===== src/rtl/dtb_pkg.sv =====
// Package: shared state encoding and word helpers for the descriptor builder.
package dtb_pkg;

    // Builder control states.
    typedef enum logic [2:0] {
        ST_IDLE  = 3'd0,
        ST_EMIT  = 3'd1,
        ST_EOL   = 3'd2,
        ST_DRAIN = 3'd3,
        ST_DONE  = 3'd4
    } dtb_state_e;

    // Width of a descriptor length (up to a full 64 KiB span).
    localparam int CHUNK_W = 17;

    // Bit of the length value that flags the final descriptor.
    localparam logic [31:0] EOL_FLAG = 32'h8000_0000;

    // Reverse the byte order of a 32-bit word.
    function automatic logic [31:0] bswap32(input logic [31:0] w);
        return {w[7:0], w[15:8], w[23:16], w[31:24]};
    endfunction

endpackage


===== src/rtl/dtb_chunker.sv =====
// Module: dtb_chunker
// Computes the length of the next descriptor: bytes left before the next
// 64 KiB boundary, capped at the remaining segment length.
// Assumes: rem is non-zero whenever the result is used.
module dtb_chunker #(
    parameter int LEN_W = 24
) (
    input  logic [15:0]                 addr_lo,
    input  logic [LEN_W-1:0]            rem,
    output logic [dtb_pkg::CHUNK_W-1:0] chunk
);
    localparam int CW = (LEN_W > dtb_pkg::CHUNK_W) ? LEN_W : dtb_pkg::CHUNK_W;

    logic [dtb_pkg::CHUNK_W-1:0] room;
    logic [CW-1:0]               rem_x;
    logic [CW-1:0]               room_x;

    // Bytes up to the boundary and the capped result.
    always_comb begin
        room   = 17'h10000 - {1'b0, addr_lo};
        rem_x  = CW'(rem);
        room_x = CW'(room);
        chunk  = (rem_x < room_x) ? dtb_pkg::CHUNK_W'(rem_x) : room;
    end
endmodule


===== src/rtl/dtb_wordfmt.sv =====
// Module: dtb_wordfmt
// Selects one of the four words of a descriptor by phase: zero,
// byte-reversed address, zero, byte-reversed length.
// Assumes: phase counts 0..3 within a descriptor.
module dtb_wordfmt (
    input  logic [1:0]                  phase,
    input  logic [31:0]                 addr,
    input  logic [dtb_pkg::CHUNK_W-1:0] chunk,
    output logic [31:0]                 word
);
    // Word multiplexer by phase.
    always_comb begin
        unique case (phase)
            2'd1:    word = dtb_pkg::bswap32(addr);
            2'd3:    word = dtb_pkg::bswap32(32'(chunk));
            default: word = 32'h0;
        endcase
    end
endmodule


===== src/rtl/dtb_entry_ctr.sv =====
// Module: dtb_entry_ctr
// Counts descriptors written in the current list and flags the table limit.
// Assumes: inc is never raised when the count already equals MAX_ENTRIES.
module dtb_entry_ctr #(
    parameter int MAX_ENTRIES = 64,
    localparam int CNT_W = $clog2(MAX_ENTRIES + 1)
) (
    input  logic             clk,
    input  logic             rst_n,
    input  logic             clr,
    input  logic             restart,
    input  logic             inc,
    output logic [CNT_W-1:0] count,
    output logic             at_max,
    output logic             last_slot
);
    // Entry counter, cleared per list.
    always_ff @(posedge clk) begin
        if (!rst_n || clr || restart)
            count <= '0;
        else if (inc)
            count <= count + CNT_W'(1);
    end

    // Limit flags for the controller.
    always_comb begin
        at_max    = (count == CNT_W'(MAX_ENTRIES));
        last_slot = (count == CNT_W'(MAX_ENTRIES - 1));
    end

    AST_NO_OVERFLOW: assert property (@(posedge clk) disable iff (!rst_n)
        inc |-> (count != CNT_W'(MAX_ENTRIES)));

    AST_CNT_BOUND: assert property (@(posedge clk) disable iff (!rst_n)
        count <= CNT_W'(MAX_ENTRIES));
endmodule


===== src/rtl/dtb_builder.sv =====
// Module: dtb_builder (top)
// Splits incoming segments at 64 KiB boundaries into four-word descriptors,
// writes them by word index, rewrites the final length word with the
// end-of-list flag, and aborts with overflow past the table capacity.
// Assumes: TABLE_BYTES/64 is a power of two of at least 2; LEN_W >= 17.
module dtb_builder #(
    parameter int  TABLE_BYTES = 4096,
    parameter int  LEN_W       = 24,
    localparam int MAX_ENTRIES = TABLE_BYTES / 64,
    localparam int ENT_W       = $clog2(MAX_ENTRIES),
    localparam int CNT_W       = $clog2(MAX_ENTRIES + 1),
    localparam int IDX_W       = ENT_W + 2
) (
    input  logic             clk,
    input  logic             rst_n,
    input  logic             clr,
    input  logic             seg_valid,
    output logic             seg_ready,
    input  logic [31:0]      seg_addr,
    input  logic [LEN_W-1:0] seg_len,
    input  logic             seg_last,
    output logic             wr_valid,
    input  logic             wr_ready,
    output logic [IDX_W-1:0] wr_idx,
    output logic [31:0]      wr_data,
    output logic             done,
    output logic [CNT_W-1:0] done_count,
    output logic             done_ovf
);
    import dtb_pkg::*;

    dtb_state_e                state;
    logic [1:0]                phase;
    logic [31:0]               cur_addr;
    logic [LEN_W-1:0]          rem;
    logic                      seg_is_last;
    logic                      ovf;
    logic [CHUNK_W-1:0]        eol_len;
    logic [CHUNK_W-1:0]        chunk;
    logic [LEN_W-1:0]          rem_after;
    logic [31:0]               fmt_word;
    logic [CNT_W-1:0]          count;
    logic                      at_max;
    logic                      last_slot;
    logic                      ent_inc;
    logic [ENT_W-1:0]          last_ent;

    dtb_chunker #(.LEN_W(LEN_W)) u_chunker (
        .addr_lo (cur_addr[15:0]),
        .rem     (rem),
        .chunk   (chunk)
    );

    dtb_wordfmt u_fmt (
        .phase (phase),
        .addr  (cur_addr),
        .chunk (chunk),
        .word  (fmt_word)
    );

    dtb_entry_ctr #(.MAX_ENTRIES(MAX_ENTRIES)) u_ctr (
        .clk       (clk),
        .rst_n     (rst_n),
        .clr       (clr),
        .restart   (state == ST_DONE),
        .inc       (ent_inc),
        .count     (count),
        .at_max    (at_max),
        .last_slot (last_slot)
    );

    // Per-descriptor arithmetic and entry bookkeeping.
    always_comb begin
        rem_after = rem - LEN_W'(chunk);
        ent_inc   = (state == ST_EMIT) && (phase == 2'd3) && wr_ready;
        last_ent  = ENT_W'(count - CNT_W'(1));
    end

    // Port outputs derived from the state.
    always_comb begin
        seg_ready  = (state == ST_IDLE) || (state == ST_DRAIN);
        wr_valid   = (state == ST_EMIT) || (state == ST_EOL);
        done       = (state == ST_DONE);
        done_ovf   = (state == ST_DONE) && ovf;
        done_count = ((state == ST_DONE) && !ovf) ? count : '0;
        if (state == ST_EOL) begin
            wr_idx  = {last_ent, 2'b11};
            wr_data = bswap32(32'(eol_len) | EOL_FLAG);
        end else begin
            wr_idx  = {ENT_W'(count), phase};
            wr_data = fmt_word;
        end
    end

    // Control sequencer: accept, emit, mark, drain, report.
    always_ff @(posedge clk) begin
        if (!rst_n || clr) begin
            state       <= ST_IDLE;
            phase       <= 2'd0;
            cur_addr    <= '0;
            rem         <= '0;
            seg_is_last <= 1'b0;
            ovf         <= 1'b0;
            eol_len     <= '0;
        end else begin
            unique case (state)
                ST_IDLE: begin
                    if (seg_valid) begin
                        if (seg_len == '0) begin
                            state <= (count == '0) ? ST_DONE : ST_EOL;
                        end else begin
                            cur_addr    <= seg_addr;
                            rem         <= seg_len;
                            seg_is_last <= seg_last;
                            phase       <= 2'd0;
                            if (at_max) begin
                                ovf   <= 1'b1;
                                state <= seg_last ? ST_DONE : ST_DRAIN;
                            end else begin
                                state <= ST_EMIT;
                            end
                        end
                    end
                end
                ST_EMIT: begin
                    if (wr_ready) begin
                        phase <= phase + 2'd1;
                        if (phase == 2'd3) begin
                            cur_addr <= cur_addr + 32'(chunk);
                            rem      <= rem_after;
                            eol_len  <= chunk;
                            if (rem_after == '0) begin
                                state <= seg_is_last ? ST_EOL : ST_IDLE;
                            end else if (last_slot) begin
                                ovf   <= 1'b1;
                                state <= seg_is_last ? ST_DONE : ST_DRAIN;
                            end
                        end
                    end
                end
                ST_EOL: begin
                    if (wr_ready)
                        state <= ST_DONE;
                end
                ST_DRAIN: begin
                    if (seg_valid && ((seg_len == '0) || seg_last))
                        state <= ST_DONE;
                end
                ST_DONE: begin
                    ovf   <= 1'b0;
                    state <= ST_IDLE;
                end
                default: state <= ST_IDLE;
            endcase
        end
    end

    AST_CHUNK_FITS: assert property (@(posedge clk) disable iff (!rst_n)
        (state == ST_EMIT) |-> ((chunk != '0) &&
        ((18'(cur_addr[15:0]) + 18'(chunk)) <= 18'h10000)));

    AST_WR_HOLD: assert property (@(posedge clk) disable iff (!rst_n || clr)
        (wr_valid && !wr_ready) |=> (wr_valid && $stable(wr_data) && $stable(wr_idx)));

    AST_PORT_EXCL: assert property (@(posedge clk) disable iff (!rst_n)
        !(seg_ready && wr_valid));

    AST_DONE_AFTER_EOL: assert property (@(posedge clk) disable iff (!rst_n || clr)
        (wr_valid && wr_ready && (wr_idx[1:0] == 2'b11) && wr_data[7]) |=> done);

    AST_DONE_ONE: assert property (@(posedge clk) disable iff (!rst_n)
        done |=> !done);

    AST_OVF_ZERO: assert property (@(posedge clk) disable iff (!rst_n)
        (done && done_ovf) |-> (done_count == '0));

    AST_CLR_IDLE: assert property (@(posedge clk) disable iff (!rst_n)
        clr |=> (seg_ready && !wr_valid && !done));
endmodule


===== config.mk =====
export PLATFORM = sky130hd
export DESIGN_NAME = dtb_builder
export DESIGN_NICKNAME = d
export VERILOG_FILES = /design/src/rtl/dtb_pkg.sv /design/src/rtl/dtb_chunker.sv /design/src/rtl/dtb_wordfmt.sv /design/src/rtl/dtb_entry_ctr.sv /design/src/rtl/dtb_builder.sv
export SDC_FILE = /design/constraint.sdc
export NUM_CORES = 1
export LEC_CHECK = 0
export ABC_AREA = 1
export BUFFER_PORTS_ARGS = -buffer_cell sky130_fd_sc_hd__buf_2
export CORE_MARGIN = 5
export CORE_UTILIZATION = 42
export DETAILED_ROUTE_END_ITERATION = 8
export PLACE_DENSITY = 0.6
export SLEW_MARGIN = 0
export SYNTH_ARGS = -nofsm -noshare
export SYNTH_HDL_FRONTEND = slang
export SYNTH_SLANG_ARGS = --single-unit

===== constraint.sdc =====
create_clock -name clk -period 6.2 [get_ports clk]
set_input_delay 0 -clock clk [delete_from_list [all_inputs] [get_ports clk]]
set_output_delay 0 -clock clk [all_outputs]
set_load 0.02 [all_outputs]

Word level (Yosys, flattened, before mapping):

Cells that the tools add are included.

* add/sub/neg operators: 6
* equality and inequality tests: 18
* reductions and logical operators: 24
* mux-type cells: 41
* bitwise gates (word level): 1
* order comparisons: 1

Operators by type and width (count)
* 32-bit 2-to-1 mux: 5
* 32-bit one-hot mux with 2 select lines: 2
* 24-bit 2-to-1 mux: 4
* 24-bit logical NOT: 2
* 24-bit one-hot mux with 2 select lines: 1
* 3-bit 2-to-1 mux: 12
* 32-bit by 17-bit adder with 32-bit output: 1
* 24-bit by 17-bit less-than comparator with 1-bit output: 1
* 24-bit by 17-bit subtractor with 24-bit output: 1
* 17-bit 2-to-1 mux: 1
* 17-bit by 16-bit subtractor with 17-bit output, first input constant: 1
* 2-bit inequality test, second input constant: 7
* 3-bit one-hot mux with 4 select lines: 1
* 2-bit 2-to-1 mux: 4
* 8-bit 2-to-1 mux: 1
* 8-bit AND reduction: 1
* 7-bit by 1-bit adder with 7-bit output, second input constant: 1
* 7-bit by 6-bit == test with 1-bit output, second input constant: 1
* 7-bit == test, second input constant: 1
* 7-bit logical NOT: 1
* 1-bit 2-to-1 mux: 7
* 7-bit 2-to-1 mux: 1
* 3-bit by 2-bit == test with 1-bit output, second input constant: 2
* 3-bit AND reduction: 2
* other kinds (20): 30

* bits of input ports: 62
* register bits after elaboration: 87
* output and inout port bits: 51

Depth between registers and ports, before layout:

* word-level depth: 9
* mapped depth: 40

Hierarchy:

A second synthesis with hierarchy kept.

* cells, all modules: 1593
* area, all modules: 9267.6 um2

Modules (own cells, without submodules)
* dtb_builder: area an instance 7282.0 um2, instances 1, cells each 1235
* dtb_chunker: area an instance 1093.5 um2, instances 1, cells each 212
* dtb_wordfmt: area an instance 491.7 um2, instances 1, cells each 91
* dtb_entry_ctr: area an instance 400.4 um2, instances 1, cells each 55

Worst setup path after synthesis:

No wires, ideal clock.

* path type: reg2reg
* start point: reg cur_addr[1]
* end point: reg state[1]
* cell stages (with the launch flop): 38
* required time: 6.085 ns
* slack: 1.050 ns
* arrival: 5.035 ns
* path through: dfxtp_1 inv_1 ha_1 nand3_2 nor3_4 nand3_2 nor3_2 nand3_1 xor2_1 inv_1 ha_1 nand4_1 o221ai_1 a21oi_2 nand2_4 buf_6 nand2_1 nand2_1 [2 not listed] inv_1 fa_1 nand3_1 nand3_2 nand2_1 nand2_1 nand2_1 nand3b_1 nand2_1 nand3_1 nor4_1 nand4_1 ha_1 nor2_1 a31oi_1 nand3_1 nand2_1 nor2_1

* word-level cells in the longest chain between the ends: 9
* elaborated cells on any way between the ends: 11
* classes of those cells: add/sub: 2; order compare: 1; eq/ne: 1; mux: 5; reduce/logical: 2

RTL lines
* from (decl): RTL line dtb_builder.sv:34 `logic [31:0] cur_addr;`
* from (signal assigned): RTL line dtb_builder.sv:112 `cur_addr <= seg_addr;`
* from (signal assigned): RTL line dtb_builder.sv:129 `cur_addr <= cur_addr + 32'(chunk);`
* 17-bit by 16-bit subtractor with 17-bit output (*): RTL line dtb_chunker.sv:20 `room = 17'h10000 - {1'b0, addr_lo};`
* 24-bit by 17-bit less-than comparator with 1-bit output (*): RTL line dtb_chunker.sv:23 `chunk = (rem_x < room_x) ? dtb_pkg::CHUNK_W'(rem_x) : room;`
* 17-bit 2-to-1 mux (*): RTL line dtb_chunker.sv:23
* via chunk[0]: RTL line dtb_builder.sv:39 `logic [CHUNK_W-1:0] chunk;`
* 24-bit by 17-bit subtractor with 24-bit output (*): RTL line dtb_builder.sv:74 `rem_after = rem - LEN_W'(chunk);`
* 24-bit logical NOT (*): RTL line dtb_builder.sv:132 `if (rem_after == '0) begin`
* 3-bit 2-to-1 mux: RTL line dtb_builder.sv:132
* 3-bit 2-to-1 mux: RTL line dtb_builder.sv:128 `if (phase == 2'd3) begin`
* 3-bit 2-to-1 mux: RTL line dtb_builder.sv:126 `if (wr_ready) begin`
* 3-bit one-hot mux with 4 select lines: RTL line dtb_builder.sv:106 `unique case (state)`
* to (signal assigned): RTL line dtb_builder.sv:110 `state <= (count == '0) ? ST_DONE : ST_EOL;`
* to (signal assigned): RTL line dtb_builder.sv:133 `state <= seg_is_last ? ST_EOL : ST_IDLE;`
* to (signal assigned): RTL line dtb_builder.sv:136 `state <= seg_is_last ? ST_DONE : ST_DRAIN;`
* to (decl): RTL line dtb_builder.sv:32 `dtb_state_e state;`

The timed path passes the listed nets; every way through them passes the cells marked *. The select of a mux whose other input is x is not followed.
A chain may end at the register's enable or synchronous reset.

Worst setup path in the final report:

Same ends and word-level chain as after synthesis.

==> qor.txt <==
run status - complete, no violations
R2R setup slack - 370 ps
Final Hold Vio Count - 0
Reg-to-Reg End - state[1]$_SDFFE_PP0P_
die area - 24,300 um^2
CTS tree - yes
Max Cap Violations - 0
HP Start - seg_addr[22]
WL per Instance - 15.5 um
cell taking the most area after synthesis - dfxtp_1
First-pass DRT Iterations - 6
hpwl dp - 22.4 mm
vias in the first global route - 9,228
Worst-path clk slew - 70 ps
FF-to-FF path depth - 35
Fin Hold WS - 13.5 ps
Post-synth EDFFs - 0
LEAKAGE - 5.31 nW
Final GP Congestion - 0.982
fraction of final layout cells sized beyond drive strength 1 - 14.2%
synth unique cells - 53
initial antenna violation count - 0
number of synthesized register bits - 87
Worst path most repeated cell - nand2_1
Final ANT Viol Nets - 0
TritonCTS Sinks - 87
CP Max Fanout - 7
total CTS buffers - 9
Die W - 156 um
FMAX - 171 MHz
Synth area leaders - dfxtp_1 (19%), nand2_1 (16%), inv_1 (9.4%), a21oi_1 (8.2%), ha_1 (8.0%)
Root Buffer Master - clkbuf_16
Final min period - 5830 ps
worst hold path cell count - 4
Area after DPL - 9640 um^2
Critical Path RT - 6460 ps
fin crit share - 94.1%
Setup WS post-layout - 368 ps
mean area per synthesized cell - 5.96 um^2
post-detailed-route DRC marker count - 0
worst skew pair latency - 360 ps
Ant. Diodes - 0
first-pass GRT wire length - 46.7 mm
Slowest-stage cell, CP - fa_1
Core Rows - 53
Synth top area share - 19.5%
Vias - 9,947
height of the die - 156 um
Primary FF master, synth - dfxtp_1
worst min-delay path class - input port to flop
Least-Margin Pin Slew - 1070 ps
grt total ovfl - 0
PwrDens - 321 nW/um^2
CP endpoint kind - flop
top-level port count - 113
synth-to-layout area growth - 17.4%
Arrival @ worst endpoint - 6090 ps
CP Class - flop to flop
Final Instance Area - 10,500 um^2
sequential fraction of the synthesis area - 19.5%
peak supply drop - 0.148 mV
final setup violation count - 0
Synth Warn # - 0
Slew HR - 28.9%
pre-CTS WS - 398 ps
port buffer count - 112
Layout Nets - 1,753
Async SR Flop Fraction - 0%
H-tree depth - 3
Crit path largest cell delay - 400 ps
fin util - 49.9%
GRT Overall Usage - 23.7%
Core Area - 21,000 um^2
nature of the critical path startpoint - flop
clk_skew - 7.99 ps
Final Slew Violations - 0
via/cell ratio - 5.20
R2R Path Start - cur_addr[1]$_SDFFE_PP0P_
largest net degree at the start of global routing - 61
final WL - 29.6 mm
Mapped Area - 8940 um^2
Initial Utilization - 42.5%
Synth Instances - 1,500
Clock Tree Buf Depth - 2
Worst Hold End - cur_addr[22]$_SDFFE_PP0P_
Iteration-0 DRC Markers - 689
syn_nets - 1,621
==> stage by stage <==
stage	cells	total power, mW	TNS [ps]
after detailed placement	1844	2.70	0
after global placement	1844	2.70	0
after global routing	1912	3.67	-124
final	1912	3.37	0
after floorplan	1500	2.21	0
after CTS	1897	3.28	0
==> logic make-up after synthesis <==
logic type / count (synthesis) / synth area share, %
adders and majority gates: 59 / 8.43
and+or+nand+nor: 717 / 36.1
DFF: 87 / 19.5
AOI/OAI and AO/OA: 309 / 19.3
xor gates and xnor gates: 36 / 3.61
buffers and inverters: 292 / 13.1
==> state kept, by name (all words and copies together) (netlist names) <==
name,cells
cur_addr,32
eol_len,17
ovf,1
phase,2
rem,24
seg_is_last,1
state,3
u_ctr.count,7
==> layout make-up <==
type                    count  area, um^2
fillers                  2237       10500
multi-input cells        1122        6130
flip-flops and latches     87        1740
repair buffers            169        1080
inverters                 243         912
well taps                 275         344
clock buffers              10         229
clock inverters             6        52.6
==> worst max-delay path by stage <==
stage,cells after the start,slack [ps],start,endpoint
floorplan,37,1050,cur_addr[1]$_SDFFE_PP0P_,state[1]$_SDFFE_PP0P_
global placement,35,520,cur_addr[1]$_SDFFE_PP0P_,state[1]$_SDFFE_PP0P_
detailed placement,35,400,cur_addr[1]$_SDFFE_PP0P_,state[1]$_SDFFE_PP0P_
CTS,35,360,cur_addr[1]$_SDFFE_PP0P_,state[1]$_SDFFE_PP0P_
global route,37,-120,cur_addr[1]$_SDFFE_PP0P_,state[1]$_SDFFE_PP0P_
finish,35,370,cur_addr[1]$_SDFFE_PP0P_,state[1]$_SDFFE_PP0P_
==> power breakdown <==
| part | switching (mW) | internal [mW] | leakage, nW |
|---|---|---|---|
| Clock | 0.268 | 0.279 | 0.132 |
| Combinational | 1.46 | 0.717 | 4.47 |
| Sequential | 0.0556 | 0.595 | 0.707 |
| Total | 1.78 | 1.59 | 5.31 |
==> synthesized netlist by cell type, types with 2 or more instances <==
cell      instances
nor2_4            4
a21oi_1         146
o21ai_0          90
o21ai_1           5
a211oi_1          3
and2_1            3
inv_2            16
nor2_2            9
nor3_2            3
buf_6             7
a31oi_1          10
o21bai_1          4
a21o_1            3
nand4_2           2
nor4_1           15
nand4_1          24
nand2_1         390
nor2_1          111
fa_1              2
nor4_2            2
xnor2_1          10
buf_2             4
ha_1             57
a21boi_0          2
nand2_2          15
dfxtp_1          87
nand3_2           5
clkinv_1          2
o211ai_1         24
clkbuf_1         32
inv_1           225
nor3_1           15
a21oi_2           2
nand3b_1         23
nand3_1          87
xor2_1           25
a22oi_1           2
buf_4             5
or2_2             3
o21a_1           13
==> layer usage <==
| layer | up-vias | GRT usage (%) | part of all wire [%] |
|---|---|---|---|
| li1 | 5156 | - | - |
| met1 | 4523 | 32.5 | 47 |
| met2 | 240 | 39.5 | 47 |
| met3 | 28 | 3.11 | 5.0 |
| met4 | 0 | 5.67 | 1.3 |
| met5 | - | 0 | 0 |
==> cell usage in the layout (no fill, tap or decap), drive strengths merged, types with 2 or more instances in the layout <==
cell type	Yosys	final
a211oi	3	3
a21boi	3	3
a21o	3	3
a21oi	148	148
a22oi	2	2
a31oi	10	10
and2	4	4
buf	17	132
clkbuf	32	10
clkinv	2	2
clkinvlp	0	2
dfxtp	87	87
dlygate4sd3	0	37
fa	2	2
ha	57	57
inv	241	245
nand2	406	406
nand3	92	92
nand3b	23	23
nand4	26	26
nor2	124	124
nor3	19	19
nor4	17	17
o211ai	24	24
o21a	13	13
o21ai	97	98
o21bai	4	4
or2	4	4
xnor2	10	10
xor2	26	26
==> critical path: cells and delay by family, from the launching register on <==
| family | cells | cell delay [ps] |
|---|---|---|
| fa+ha+maj | 5 | 1390 |
| flops | 1 | 350 |
| simple gates | 25 | 3390 |
| compound gates | 2 | 320 |
| buf+inv | 3 | 260 |
==> timing repair <==
action / CTS / global route
buffers inserted: 0 / 14
hold endpoints to repair: 36 / 0
endpoints found under the setup margin: 0 / 3
resized for setup: 0 / 19
hold buffers: 37 / 0
(Power assumes the default switching activity.)
